[config.mk]
export PLATFORM = sky130hd
export DESIGN_NAME = cp_fault_supervisor
export DESIGN_NICKNAME = d
export VERILOG_FILES = /design/src/rtl/cpfs_pkg.sv /design/src/rtl/cpfs_sticky.sv /design/src/rtl/cpfs_retry_timer.sv /design/src/rtl/cp_fault_supervisor.sv
export SDC_FILE = /design/constraint.sdc
export NUM_CORES = 1
export LEC_CHECK = 0
export BUFFER_PORTS_ARGS = -buffer_cell sky130_fd_sc_hd__clkbuf_2
export CAP_MARGIN = 30
export CORE_ASPECT_RATIO = 0.7
export CORE_UTILIZATION = 50
export CTS_CLUSTER_SIZE = 24
export DETAILED_ROUTE_END_ITERATION = 7
export GPL_TIMING_DRIVEN = 0
export PLACE_DENSITY = 0.78
export SLEW_MARGIN = 5
export SYNTH_ARGS = -nofsm -noshare
export SYNTH_HDL_FRONTEND = slang
export SYNTH_HIERARCHICAL = 1
export SYNTH_SLANG_ARGS = --single-unit
[constraint.sdc]
create_clock -name clk -period 3.2 [get_ports clk]
set_input_delay 0.64 -clock clk [delete_from_list [all_inputs] [get_ports clk]]
set_output_delay 0.64 -clock clk [all_outputs]
set_load 0.02 [all_outputs]
[src/rtl/cpfs_pkg.sv]
package cpfs_pkg;
    // Status bit positions in the clear data word
    localparam int unsigned STS_UV = 0;
    localparam int unsigned STS_SC = 1;
    localparam int unsigned N_STS  = 2;

    typedef enum logic {
        SC_RUN  = 1'b0,
        SC_HOLD = 1'b1
    } sc_state_e;
endpackage

[src/rtl/cpfs_sticky.sv]
module cpfs_sticky #(
    parameter logic RESET_VAL = 1'b0
) (
    input  logic clk,
    input  logic rst_n,
    input  logic set_i,
    input  logic clr_i,
    output logic sts_o
);
    typedef struct packed {
        logic sts;
    } st_t;

    st_t st_d, st_q;

    // A new event overrides a clear in the same cycle
    always_comb begin
        st_d = st_q;
        if (set_i) begin
            st_d.sts = 1'b1;
        end else if (clr_i) begin
            st_d.sts = 1'b0;
        end
    end

    always_ff @(posedge clk or negedge rst_n) begin
        if (!rst_n) begin
            st_q.sts <= RESET_VAL;
        end else begin
            st_q <= st_d;
        end
    end

    assign sts_o = st_q.sts;
endmodule

[src/rtl/cpfs_retry_timer.sv]
module cpfs_retry_timer
    import cpfs_pkg::*;
#(
    parameter int unsigned RETRY_CYCLES = 1_000_000_000
) (
    input  logic clk,
    input  logic rst_n,
    input  logic short_i,
    output logic hold_o
);
    localparam int unsigned CW = (RETRY_CYCLES > 1) ? $clog2(RETRY_CYCLES) : 1;
    localparam logic [CW-1:0] LOAD = CW'(RETRY_CYCLES - 1);

    typedef struct packed {
        sc_state_e       state;
        logic [CW-1:0]   cnt;
    } st_t;

    st_t st_d, st_q;

    always_comb begin
        st_d = st_q;
        unique case (st_q.state)
            SC_RUN: begin
                if (short_i) begin
                    st_d.state = SC_HOLD;
                    st_d.cnt   = LOAD;
                end
            end
            SC_HOLD: begin
                // Pump is off: flags seen during the hold are not acted on
                if (st_q.cnt == '0) begin
                    st_d.state = SC_RUN;
                end else begin
                    st_d.cnt = st_q.cnt - 1'b1;
                end
            end
            default: st_d.state = SC_RUN;
        endcase
    end

    always_ff @(posedge clk or negedge rst_n) begin
        if (!rst_n) begin
            st_q.state <= SC_RUN;
            st_q.cnt   <= '0;
        end else begin
            st_q <= st_d;
        end
    end

    assign hold_o = (st_q.state == SC_HOLD);
endmodule

[src/rtl/cp_fault_supervisor.sv]
module cp_fault_supervisor
    import cpfs_pkg::*;
#(
    parameter int unsigned RETRY_CYCLES = 1_000_000_000
) (
    input  logic       clk,
    input  logic       rst_n,
    input  logic       uv_flag_i,
    input  logic       sc_flag_i,
    input  logic       clr_we_i,
    input  logic [1:0] clr_data_i,
    output logic       fault_n_o,
    output logic       drv_en_o,
    output logic       cp_en_o,
    output logic       uv_sts_o,
    output logic       sc_sts_o
);
    typedef struct packed {
        logic uv_act;
    } st_t;

    st_t st_d, st_q;

    logic             sc_hold;
    logic [N_STS-1:0] sts_set;
    logic [N_STS-1:0] sts_clr;
    logic [N_STS-1:0] sts_val;

    // Undervoltage follows its flag level, one register stage
    always_comb begin
        st_d        = st_q;
        st_d.uv_act = uv_flag_i;
    end

    always_ff @(posedge clk or negedge rst_n) begin
        if (!rst_n) begin
            st_q.uv_act <= 1'b0;
        end else begin
            st_q <= st_d;
        end
    end

    cpfs_retry_timer #(
        .RETRY_CYCLES(RETRY_CYCLES)
    ) u_retry (
        .clk    (clk),
        .rst_n  (rst_n),
        .short_i(sc_flag_i),
        .hold_o (sc_hold)
    );

    always_comb begin
        sts_set         = '0;
        sts_set[STS_UV] = uv_flag_i;
        sts_set[STS_SC] = sc_flag_i;
        sts_clr         = {N_STS{clr_we_i}} & ~clr_data_i;
    end

    for (genvar i = 0; i < N_STS; i++) begin : g_sts
        cpfs_sticky #(
            .RESET_VAL((i == STS_UV) ? 1'b1 : 1'b0)
        ) u_sts (
            .clk  (clk),
            .rst_n(rst_n),
            .set_i(sts_set[i]),
            .clr_i(sts_clr[i]),
            .sts_o(sts_val[i])
        );
    end

    assign fault_n_o = ~(st_q.uv_act | sc_hold);
    assign drv_en_o  = ~(st_q.uv_act | sc_hold);
    assign cp_en_o   = ~sc_hold;
    assign uv_sts_o  = sts_val[STS_UV];
    assign sc_sts_o  = sts_val[STS_SC];
endmodule

# [Yosys cells after proc, flatten, opt, wreduce, memory -nomap -nowiden]
# Cells that the tools add are included.
[classes] n_addsub=1 eq_ne=2 mux=8 n_bitwise=5 n_reduce_logical=4
[op_table] op="31-bit case mux with 2 select lines" count=1
[op_table] op="31-bit 2-to-1 mux" count=1
[op_table] op="30-bit logical NOT" count=1
[op_table] op="30-bit 2-to-1 mux" count=1
[op_table] op="30-bit by 1-bit subtractor with 30-bit output, second input constant" count=1
[op_table] op="1-bit 2-to-1 mux" count=5
[op_table] op="2-bit inequality test, second input constant" count=2
[op_table] op="2-bit nonzero test" count=2
[op_table] op="2-bit AND" count=1
[op_table] op="1-bit NOT" count=2
[op_table] op="2-bit NOT" count=1
[op_table] op="2-bit AND reduction" count=1
[op_table] op="1-bit bitwise OR" count=1
[totals] reg_bits=34 input_bits=7 out_inout_bits=5

# [Longest topological paths before layout]
# Gate-level depths: netlist of run 1.
[logic_depth] word_depth=4 ltp_mapped=8 ltp_nobuf=7

# [Modules after synthesis]
# Netlist of run 1, hierarchy kept.
[by_module_without_submodules] module="cpfs_retry_timer" n_inst=1 cells_each=179 area_per_inst_um2=1709.1 seq_area_each_um2=775.7
[by_module_without_submodules] module="cp_fault_supervisor" n_inst=1 cells_each=6 area_per_inst_um2=67.6 seq_area_each_um2=25.0
[by_module_without_submodules] module="cpfs_sticky (g_sts[0].u_sts)" n_inst=1 cells_each=3 area_per_inst_um2=37.5 seq_area_each_um2=26.3
[by_module_without_submodules] module="cpfs_sticky (g_sts[1].u_sts)" n_inst=1 cells_each=3 area_per_inst_um2=36.3 seq_area_each_um2=25.0

# [Least setup slack after synthesis of run 1]
# OpenSTA, ideal clock, no wires.
[synth_path] path_type="reg2reg" start="register u_retry/st_q[11] (netlist bit)" end="register u_retry/st_q[11] (netlist bit)" setup_time_ps=136 arrival_time_ps=2168 path_slack_ps=896 stages_incl_launch_ff=7 path_buffers=1 path_cell_list="dfrtp_1 -> or4_1 -> or3_1 -> buf_6 -> o41ai_4 -> or4_1 -> nand3_1"
[synth_via] elab_chain_len=3
[synth_lines] item="start: declaration" line="cpfs_retry_timer.sv:19" source="st_t st_d, st_q;"
[synth_lines] item="start signal: assignment" line="cpfs_retry_timer.sv:47" source="st_q <= st_d;"
[synth_lines] item="30-bit by 1-bit subtractor with 30-bit output / 30-bit logical NOT (equally long branches)" line="cpfs_retry_timer.sv:35, cpfs_retry_timer.sv:32"
[synth_lines] item="30-bit 2-to-1 mux / 2-bit inequality test (equally long branches)"
[synth_lines] item="31-bit case mux with 2 select lines / 2-bit AND reduction (equally long branches)"
# Several ways; a longest one is shown, not always the timed one. The select of a mux whose other input is x is not followed.
# A chain may end at the register's enable or synchronous reset.

# [Worst setup path after layout of run 1]
# Ends and elaborated chain as after synthesis.

==> impl_metrics.py, run 1 <==
metrics = {
    "critical_path": {
        "startpoint": "u_retry/st_q[11]",
        "endpoint_kind": "flop",
        "rr_endpoint": "u_retry/st_q[11]",
        "worstPathMaxFanout": 10,
        "ff2ff_setup_slack_ns": 0.50,
        "cp-start-kind": "flop",
        "cp_data_required_time_ns": 3.35,
        "regToRegStartpoint": "u_retry/st_q[11]",
        "reg2regPathDepth": 6,
        "crit_type": "flop to flop",
        "arrival_ns": 2.85,
    },
    "floorplan": {
        "placementRows": 18,
        "die_h_um": 52.9,
        "die_width_um": 74.7,
        "io_pins": 12,
        "initial_core_util_pct": 52.3,
        "die_area_sq_um": 3950,
        "core-area_sq_um": 3540,
    },
    "synth": {
        "synth-seq-cells": 34,
        "synth_edf_count": 0,
        "synth.distinct_cells": 47,
        "synthArstFlopShare_pct": 100,
        "seq_area_frac_synth_pct": 46.0,
        "synthCells": 191,
        "syn-num-nets": 199,
        "synthFlopType": "dfrtp_1",
        "synth_area_per_cell_sq_um": 9.69,
        "syn_area_sq_um": 1850,
        "ys_warn_count": 6,
    },
    "sta": {
        "setup_tns_ns": 0,
        "finalClockSkew_ns": 0.00398,
        "worst_slack_ns": 0.498,
        "fin_crit_sh_pct": 84.4,
        "hold_violations": 0,
        "tightest_slew_ns": 0.826,
        "setup_viol": 0,
        "rsz0062_at_grt": "no",
        "slew_headroom_pct": 44.9,
        "slew_violations": 0,
        "period_minus_slack_ns": 2.70,
        "max_freq_mhz": 370,
    },
    "global_routing": {
        "grt_pass1_wl_um": 6840,
        "grt.overflow.total": 0,
        "grt_antenna_before_repair": 0,
        "first_global_vias": 1467,
        "grt_use_total_pct": 24.2,
        "grt_max_degree": 35,
    },
    "finish": {
        "nFillCells": 326,
        "nNetsFinal": 217,
        "antenna_cells": 0,
        "drive_above_1_share_pct": 13.8,
        "syn_to_final_growth_pct": 11.3,
    },
    "power_and_ir_drop": {
        "clkPwrFrac_pct": 32.7,
        "power_density_nw_per_um2": 491,
        "max-vdd-ir-drop_uv": 288,
        "combPwrFrac_pct": 13.3,
        "netSwitchingFraction_pct": 29.1,
        "p_int_uw": 717,
        "p_switching_uw": 295,
        "cellLeakagePower_uw": 0.000848,
        "p_seq_share_pct": 54.0,
    },
    "clock_tree": {
        "cts.htree.levels": 2,
        "cts_hold_buffers": 0,
        "cts_sinks": 34,
        "clkSlewWorstSetupHoldPaths_ns": 0.07,
        "cts_setup_buffers": 0,
        "cts_made_buffers": 5,
        "post_cts_resized": 0,
        "cts_tree": "yes",
        "cts_buffer_depth": 2,
        "cts-root-buf": "clkbuf_8",
        "insertion_delay_ns": 0.29,
    },
    "detailed_routing": {
        "dr.first_iter.drc_count": 84,
        "drt_wl_total_um": 4110,
        "avgRoutedWirePerCell_um": 15.8,
        "ant_nets": 0,
        "vias": 1553,
        "dr.pass1.iters": 4,
        "drc_errors": 0,
        "vias_per_cell": 5.97,
    },
    "hold_path": {
        "worstHoldPathType": "primary input to asynchronous set/reset pin",
    },
    "run": {
        "cap_violations": 0,
    },
    "place": {
        "dp_hpwl_um": 2860,
        "place_ws_ns": 0.573,
        "gp_congestion": 0.791,
        "io_buffers": 11,
    },
    "run_status": {
        "status": "finished, final reports clean",
    },
}
-- per-stage QoR --
stage	cells	util (%)	area [sq um]	hold WS (ns)	power (uW)
finish	260	58.2	2060	0.436	1010
global route	260	58.2	2060	0.467	1070
CTS	260	58.2	2060	0.462	1020
detailed placement	252	55.7	1970	0.481	687
global placement	252	55.7	1970	0.469	673
floorplan	191	-	1850	0.344	633
-- how the worst max path moves through the flow --
stage                        to  cells after the start
6_report       u_retry/st_q[11]                      6
4_1_cts        u_retry/st_q[11]                      6
3_3_place_gp   u_retry/st_q[11]                      6
3_5_place_dp   u_retry/st_q[11]                      6
5_1_grt         u_retry/st_q[1]                      6
2_1_floorplan  u_retry/st_q[11]                      6
-- routing by layer --
layer / up-vias / GRT usage (%) / wire length, um
met3: 5 / 5.52 / 222
met1: 756 / 33.0 / 2000
met5: - / 0 / 0
met2: 41 / 37.2 / 1850
li1: 751 / - / -
met4: 0 / 9.75 / 42
-- cell usage in the layout, fill, tap and decap left out, types with 2 or more instances in the layout --
master,synthesis,final
nand3b_1,2,2
nor2b_4,2,2
o21ai_0,3,3
nor4_1,10,10
a31o_2,2,2
inv_1,7,7
nor2b_1,2,2
nand2_1,15,15
a21o_1,3,3
a41oi_1,2,2
and2_1,2,2
clkbuf_1,6,7
o211ai_1,2,2
a31oi_1,4,4
or3_1,6,6
and4_1,2,2
dfrtp_1,33,33
clkbuf_2,0,11
nor3_1,6,6
a211oi_1,2,2
mux2i_1,12,12
xnor2_1,2,2
or4_1,5,5
o41ai_1,3,3
nand3_1,4,4
clkbuf_8,0,6
nor2_1,24,24
a21oi_1,6,6
nand4_1,4,4
-- state kept, by name (all words and copies together), names as in the netlist --
name	flops
u_retry/hold_o	1
u_retry/st_q	30
g_sts.u_sts/sts_o	2
st_q	1
-- critical path: stages (launching register included) --
cell and delay [ns]:
dfrtp_1 0.43, or4_1 0.59, or3_1 0.41, buf_6 0.16, o41ai_4 0.66, or4_1 0.22
nand3_1 0.08
-- synth_stat cells, types with 2 or more instances --
master / n / area, sq um
nor2b_1: 2 / 12.5
o211ai_1: 2 / 15.0
clkbuf_1: 6 / 22.5
nand2_1: 15 / 56.3
xnor2_1: 2 / 17.5
nor2b_4: 2 / 27.5
nor4_1: 10 / 62.6
o21ai_0: 3 / 15.0
nor2_1: 24 / 90.1
a211oi_1: 2 / 15.0
or3_1: 6 / 37.5
nand3b_1: 2 / 15.0
nor3_1: 6 / 30.0
and4_1: 2 / 17.5
a21oi_1: 6 / 30.0
and2_1: 2 / 12.5
mux2i_1: 12 / 120
nand4_1: 4 / 25.0
dfrtp_1: 33 / 826
inv_1: 7 / 26.3
a31oi_1: 4 / 25.0
or4_1: 5 / 37.5
a31o_2: 2 / 17.5
a21o_1: 3 / 22.5
nand3_1: 4 / 20.0
o41ai_1: 3 / 26.3
a41oi_1: 2 / 17.5
-- cell type report --
class	count	area, sq um	share of cell area, %
multi-input combinational	141	926	45.0
sequential	34	852	41.4
clock buffer	7	86.3	4.19
tap	50	62.6	3.04
timing repair buffer	11	55.1	2.67
buffer	9	46.3	2.25
inverter	7	26.3	1.28
clock inverter	1	5.00	0.243
-- cells by family (layout without fill, tap and decap cells) --
logic type	Yosys count	in the layout	synth area share (%)
and+or+nand+nor	90	90	26.9
AOI/OAI and AO/OA	35	35	14.5
DFF	34	34	46.0
buffers and inverters	16	35	3.92
muxes	12	12	6.49
xor gates and xnor gates	3	3	1.42
adders and majority gates	1	1	0.676
-- power by group through the flow --
| stage | Combinational (uW) | Sequential (uW) | Clock (uW) |
|---|---|---|---|
| floorplan | 94.6 | 538 | 0 |
| global placement | 125 | 548 | 0 |
| detailed placement | 135 | 553 | 0 |
| CTS | 135 | 545 | 338 |
| global route | 151 | 559 | 361 |
| finish | 134 | 547 | 331 |
Note: power is estimated with default switching activity, not from simulation.
==> run 2: changes to the inputs <==
Clock period 3.2 ns to 2.5 ns, I/O delays scaled along.
==> run 2 against run 1 <==
  * Core utilization grew 2.3 points
  * Global-route usage is essentially flat
  * Count of clock-buffer cells in the layout is the same
  * Die area is the same
  * Maximum frequency grew 10%
  * Critical path depth is the same
  * Sequential share of layout area shrank 1.5 points
  * Largest cell class unchanged
==> impl_metrics.py, run 2 (synthesized netlist as in run 1, its figures left out) <==
metrics = {
    "finish": {
        "syn_to_final_growth_pct": 15.7,
        "drive_above_1_share_pct": 18.8,
        "multi_input_area_sq_um": 981,
        "largest_reg_flops": 30,
        "final_cell_area_sq_um": 2140,
        "regArea_sq_um": 853,
        "regMostFlops": "u_retry/st_q",
        "antenna_cells": 0,
        "final_common_cell": "dfrtp_1",
        "mostFrequentLayoutCells": "dfrtp_1 (32), nor2_1 (24), nand2_1 (15)",
        "utilization_pct": 60.5,
        "nFillCells": 312,
        "fin_cells": 263,
        "nNetsFinal": 220,
    },
    "critical_path": {
        "rr_endpoint": "u_retry/st_q[14]",
        "critPathMaxStageDelay_ns": 0.56,
        "worstPathMaxFanout": 7,
        "crit_type": "flop to flop",
        "endpoint_kind": "flop",
        "cp_slowest_cell": "or4_4",
        "regToRegStartpoint": "u_retry/st_q[11]",
        "cp_data_required_time_ns": 2.69,
        "cp-start-kind": "flop",
        "cp_cell_sequence": "or4_4, or3_4, buf_6, o31a_1, a31o_2, a21o_1",
        "reg2regPathDepth": 6,
        "arrival_ns": 2.64,
        "ff2ff_setup_slack_ns": 0.05,
    },
    "clock_tree": {
        "cts.htree.levels": 2,
        "cts_made_buffers": 5,
        "insertion_delay_ns": 0.29,
        "cts_buffer_depth": 2,
        "clkSlewWorstSetupHoldPaths_ns": 0.07,
        "cts_hold_buffers": 0,
        "cts_tree": "yes",
        "cts_sinks": 34,
        "cts-root-buf": "clkbuf_8",
    },
    "detailed_routing": {
        "vias": 1571,
        "dr.first_iter.drc_count": 86,
        "drt_wl_total_um": 4120,
        "avgRoutedWirePerCell_um": 15.7,
        "dr.pass1.iters": 4,
        "vias_per_cell": 5.97,
        "drc_errors": 0,
        "ant_nets": 0,
    },
    "sta": {
        "period_minus_slack_ns": 2.45,
        "finalClockSkew_ns": 0.00406,
        "hold_violations": 0,
        "max_freq_mhz": 408,
        "worst_slack_ns": 0.0509,
        "fin_crit_sh_pct": 98.0,
        "setup_viol": 0,
        "rsz0062_at_grt": "no",
        "slew_violations": 0,
        "tightest_slew_ns": 0.837,
        "slew_headroom_pct": 44.2,
    },
    "power_and_ir_drop": {
        "cellLeakagePower_uw": 0.000868,
        "power_density_nw_per_um2": 611,
        "max-vdd-ir-drop_uv": 370,
    },
    "global_routing": {
        "grt_max_degree": 35,
        "grt_use_total_pct": 24.3,
        "first_global_vias": 1464,
        "grt_antenna_before_repair": 0,
        "grt_pass1_wl_um": 6860,
        "grt.overflow.total": 0,
    },
    "place": {
        "dp_hpwl_um": 2860,
        "place_ws_ns": -0.127,
        "placed_area_sq_um": 1970,
        "gp_congestion": 0.791,
        "dp_cells": 252,
        "io_buffers": 11,
    },
    "floorplan": {
        "placementRows": 18,
        "die_width_um": 74.7,
        "core-area_sq_um": 3540,
        "die_h_um": 52.9,
        "die_area_sq_um": 3950,
        "io_pins": 12,
        "initial_core_util_pct": 52.3,
    },
    "hold_path": {
        "worstHoldPathType": "primary input to asynchronous set/reset pin",
    },
    "run": {
        "cap_violations": 0,
    },
    "run_status": {
        "status": "finished, final reports clean",
    },
}
==> run 2: cell types whose count changed in the layout (fill, tap and decap cells not counted), sizes merged <==
cell,delta
buf,+3
==> run 2: cell type report <==
cell class                      instances  area share (%)
Buffer                                  9            2.28
Sequential cell                        34            39.9
Timing Repair Buffer                   14            3.62
Multi-Input combinational cell        141            45.8
Clock inverter                          1           0.234
Inverter                                7            1.23
Clock buffer                            7            4.03
Tap cell                               50            2.92
==> run 2: timing repair <==
action,CTS,global route
hold endpoints to repair,0,0
resized for setup,0,12
pin swaps,1,1
buffers inserted,2,1
gates cloned,0,0
setup endpoints to repair,7,21
==> run 2: worst max-delay path: cells and delay by family, from the launching register on <==
family	cells	cell delay, ns
AOI/OAI and AO/OA	3	0.81
buffers and inverters	1	0.15
DFF	1	0.44
and+or+nand+nor	2	0.95
==> run 2: worst max-delay path by stage <==
stage	startpoint	slack [ns]	endpoint
finish	u_retry/st_q[11]	0.05	u_retry/st_q[14]
detailed placement	u_retry/st_q[11]	-0.13	u_retry/st_q[11]
floorplan	u_retry/st_q[11]	0.20	u_retry/st_q[11]
CTS	u_retry/st_q[11]	0.01	u_retry/st_q[2]
global route	u_retry/st_q[11]	0.009	u_retry/st_q[14]
global placement	u_retry/st_q[11]	-0.06	u_retry/st_q[11]
==> run 2: power by group <==
group	leakage, uW	switching [uW]	internal (uW)
clock	0.0000482	202	222
sequential	0.000354	89.0	617
combinational	0.000467	95.3	80.9
total	0.000868	387	920
==> run 2: per-stage QoR <==
stage / hold slack, ns / total power, uW / setup TNS, ns
2_1_floorplan: 0.204 / 810 / 0
3_3_place_gp: 0.469 / 861 / -0.222
3_5_place_dp: 0.481 / 880 / -0.476
4_1_cts: 0.322 / 1300 / 0
5_1_grt: 0.327 / 1380 / 0
6_report: 0.298 / 1310 / 0
==> run 2: metal layers <==
layer | up-vias | wire [um] | track usage, %
li1 | 755 | - | -
met1 | 761 | 2010 | 33.3
met2 | 46 | 1830 | 37.1
met3 | 9 | 208 | 5.52
met4 | 0 | 62 | 9.75
met5 | - | 0 | 0
==> run 3: changes to the inputs <==
Settings changed: CORE_MARGIN set to 5.
==> run 3 against run 2 <==
  * Clock skew up 0.0010 ns
  * Sequential cell count unchanged
  * Critical path depth unchanged
  * Via count down 1.5%
  * Core utilization down 0.14 points
  * Largest cell class unchanged
  * Highest routed layer unchanged
  * Hold slack worse by 0.0043 ns
  * Critical endpoint unchanged
  * Count of clock-buffer cells in the layout up 1
  * Sequential power down 2%
==> impl_metrics.py, run 3 (synthesized netlist as in run 1, its figures left out) <==
metrics = {
    "run_status": {
        "status": "finished, final reports clean",
    },
    "detailed_routing": {
        "drc_errors": 0,
        "drt_wl_total_um": 3960,
        "dr.pass1.iters": 4,
        "vias": 1547,
        "dr.first_iter.drc_count": 98,
        "vias_per_cell": 5.84,
        "avgRoutedWirePerCell_um": 14.9,
        "ant_nets": 0,
    },
    "finish": {
        "largest_reg_flops": 30,
        "final_cell_area_sq_um": 2140,
        "antenna_cells": 0,
        "drive_above_1_share_pct": 17.7,
        "regMostFlops": "u_retry/st_q",
        "syn_to_final_growth_pct": 15.4,
        "final_common_cell": "dfrtp_1",
        "nNetsFinal": 222,
        "fin_cells": 265,
        "mostFrequentLayoutCells": "dfrtp_1 (33), nor2_1 (24), nand2_1 (15)",
    },
    "sta": {
        "max_freq_mhz": 412,
        "period_minus_slack_ns": 2.43,
        "slew_headroom_pct": 45.6,
        "setup_viol": 0,
        "finalClockSkew_ns": 0.00509,
        "worst_slack_ns": 0.0703,
        "setup_tns_ns": 0,
        "hold_violations": 0,
        "slew_violations": 0,
        "tightest_slew_ns": 0.816,
        "fin_crit_sh_pct": 97.2,
        "rsz0062_at_grt": "yes",
    },
    "power_and_ir_drop": {
        "power_density_nw_per_um2": 624,
        "cellLeakagePower_uw": 0.000883,
        "netSwitchingFraction_pct": 27.0,
        "p_switching_uw": 360,
        "combPwrFrac_pct": 12.2,
        "clkPwrFrac_pct": 35.6,
        "p_seq_share_pct": 52.2,
        "max-vdd-ir-drop_uv": 421,
        "p_int_uw": 973,
        "power_uw": 1330,
    },
    "clock_tree": {
        "cts_made_buffers": 5,
        "cts.htree.levels": 2,
        "clkSlewWorstSetupHoldPaths_ns": 0.07,
        "cts_sinks": 34,
        "cts_tree": "yes",
        "cts-root-buf": "clkbuf_8",
        "insertion_delay_ns": 0.28,
        "cts_buffer_depth": 2,
    },
    "global_routing": {
        "first_global_vias": 1381,
        "grt_max_degree": 35,
        "grt_use_total_pct": 17.9,
        "grt_antenna_before_repair": 0,
        "grt.overflow.total": 0,
        "grt_pass1_wl_um": 6620,
    },
    "floorplan": {
        "die_h_um": 60.9,
        "initial_core_util_pct": 52.3,
        "core-area_sq_um": 3540,
        "placementRows": 18,
        "die_width_um": 82.7,
        "io_pins": 12,
        "die_area_sq_um": 5040,
    },
    "hold_path": {
        "worstHoldPathType": "primary input to asynchronous set/reset pin",
    },
    "place": {
        "io_buffers": 11,
        "place_ws_ns": -0.0586,
        "placed_area_sq_um": 1970,
        "dp_hpwl_um": 2790,
        "gp_congestion": 0.810,
        "dp_cells": 252,
    },
    "critical_path": {
        "cp_slowest_cell": "or4_1",
        "worstPathBufferInverterCount": 1,
        "cp_data_required_time_ns": 2.68,
        "cp_cell_sequence": "or4_1, or3_1, buf_6, o31a_1, a31o_2, a21o_1",
        "endpoint_kind": "flop",
        "cp_top_family": "simple AND/OR/NAND/NOR gates",
        "critPathMaxStageDelay_ns": 0.57,
        "arrival_ns": 2.61,
        "worstPathMaxFanout": 7,
        "crit_type": "flop to flop",
        "cp-start-kind": "flop",
    },
    "run": {
        "cap_violations": 0,
    },
}
-- run 3: cell count changes in the layout (fill, tap and decap cells not counted), sizes merged --
cell	change
clkbuf	+1
clkinv	-1
buf	+2
-- run 3: power by group through the flow --
stage | Clock [uW] | Combinational, uW | Sequential [uW]
after detailed placement | 0 | 166 | 705
after floorplan | 0 | 121 | 689
after global routing | 511 | 190 | 708
after global placement | 0 | 160 | 701
after CTS | 488 | 166 | 695
final | 474 | 163 | 696
-- run 3: what timing repair did --
| action | CTS | global route |
|---|---|---|
| setup buffers | 2 | 3 |
| gates resized for setup | 0 | 5 |
| pin swaps | 1 | 1 |
| setup endpoints to repair | 7 | 13 |
| hold buffers | 0 | 0 |
-- run 3: path summary, 6_finish.rpt --
check	start	to	slack [ns]	cells after the start
min in group clk	uv_flag_i	st_q	0.33	1
max in group asynchronous	rst_n	u_retry/st_q[19]	1.68	1
worst min register to register	g_sts[1].u_sts/sts_o	g_sts[1].u_sts/sts_o	0.50	1
worst min-delay path	rst_n	u_retry/st_q[13]	0.29	1
worst max register to register	u_retry/st_q[11]	u_retry/st_q[14]	0.07	6
worst max-delay path	u_retry/st_q[11]	u_retry/st_q[14]	0.07	6
-- run 3: area by class of cell --
class / count / area (sq um)
inverter: 7 / 26.3
tap: 50 / 62.6
timing repair buffer: 16 / 92.6
clock buffer: 8 / 110
buffer: 9 / 48.8
sequential: 34 / 852
multi-input combinational: 141 / 943
fill: 297 / 1400
-- run 3: through the flow --
step / hold WS, ns / util (%)
after floorplan: 0.204 / -
after global placement: 0.464 / 55.7
after detailed placement: 0.479 / 55.7
after CTS: 0.324 / 59.2
after global routing: 0.325 / 60.4
final: 0.294 / 60.4
-- run 3: per-layer routing --
metal | up-vias | part of all wire (%) | track usage (%) | wire length (um)
li1 | 766 | - | - | -
met1 | 733 | 48 | 25.5 | 1910
met2 | 41 | 44 | 26.3 | 1760
met3 | 7 | 6.1 | 4.90 | 243
met4 | 0 | 1.3 | 6.29 | 51
met5 | - | 0 | 0 | 0
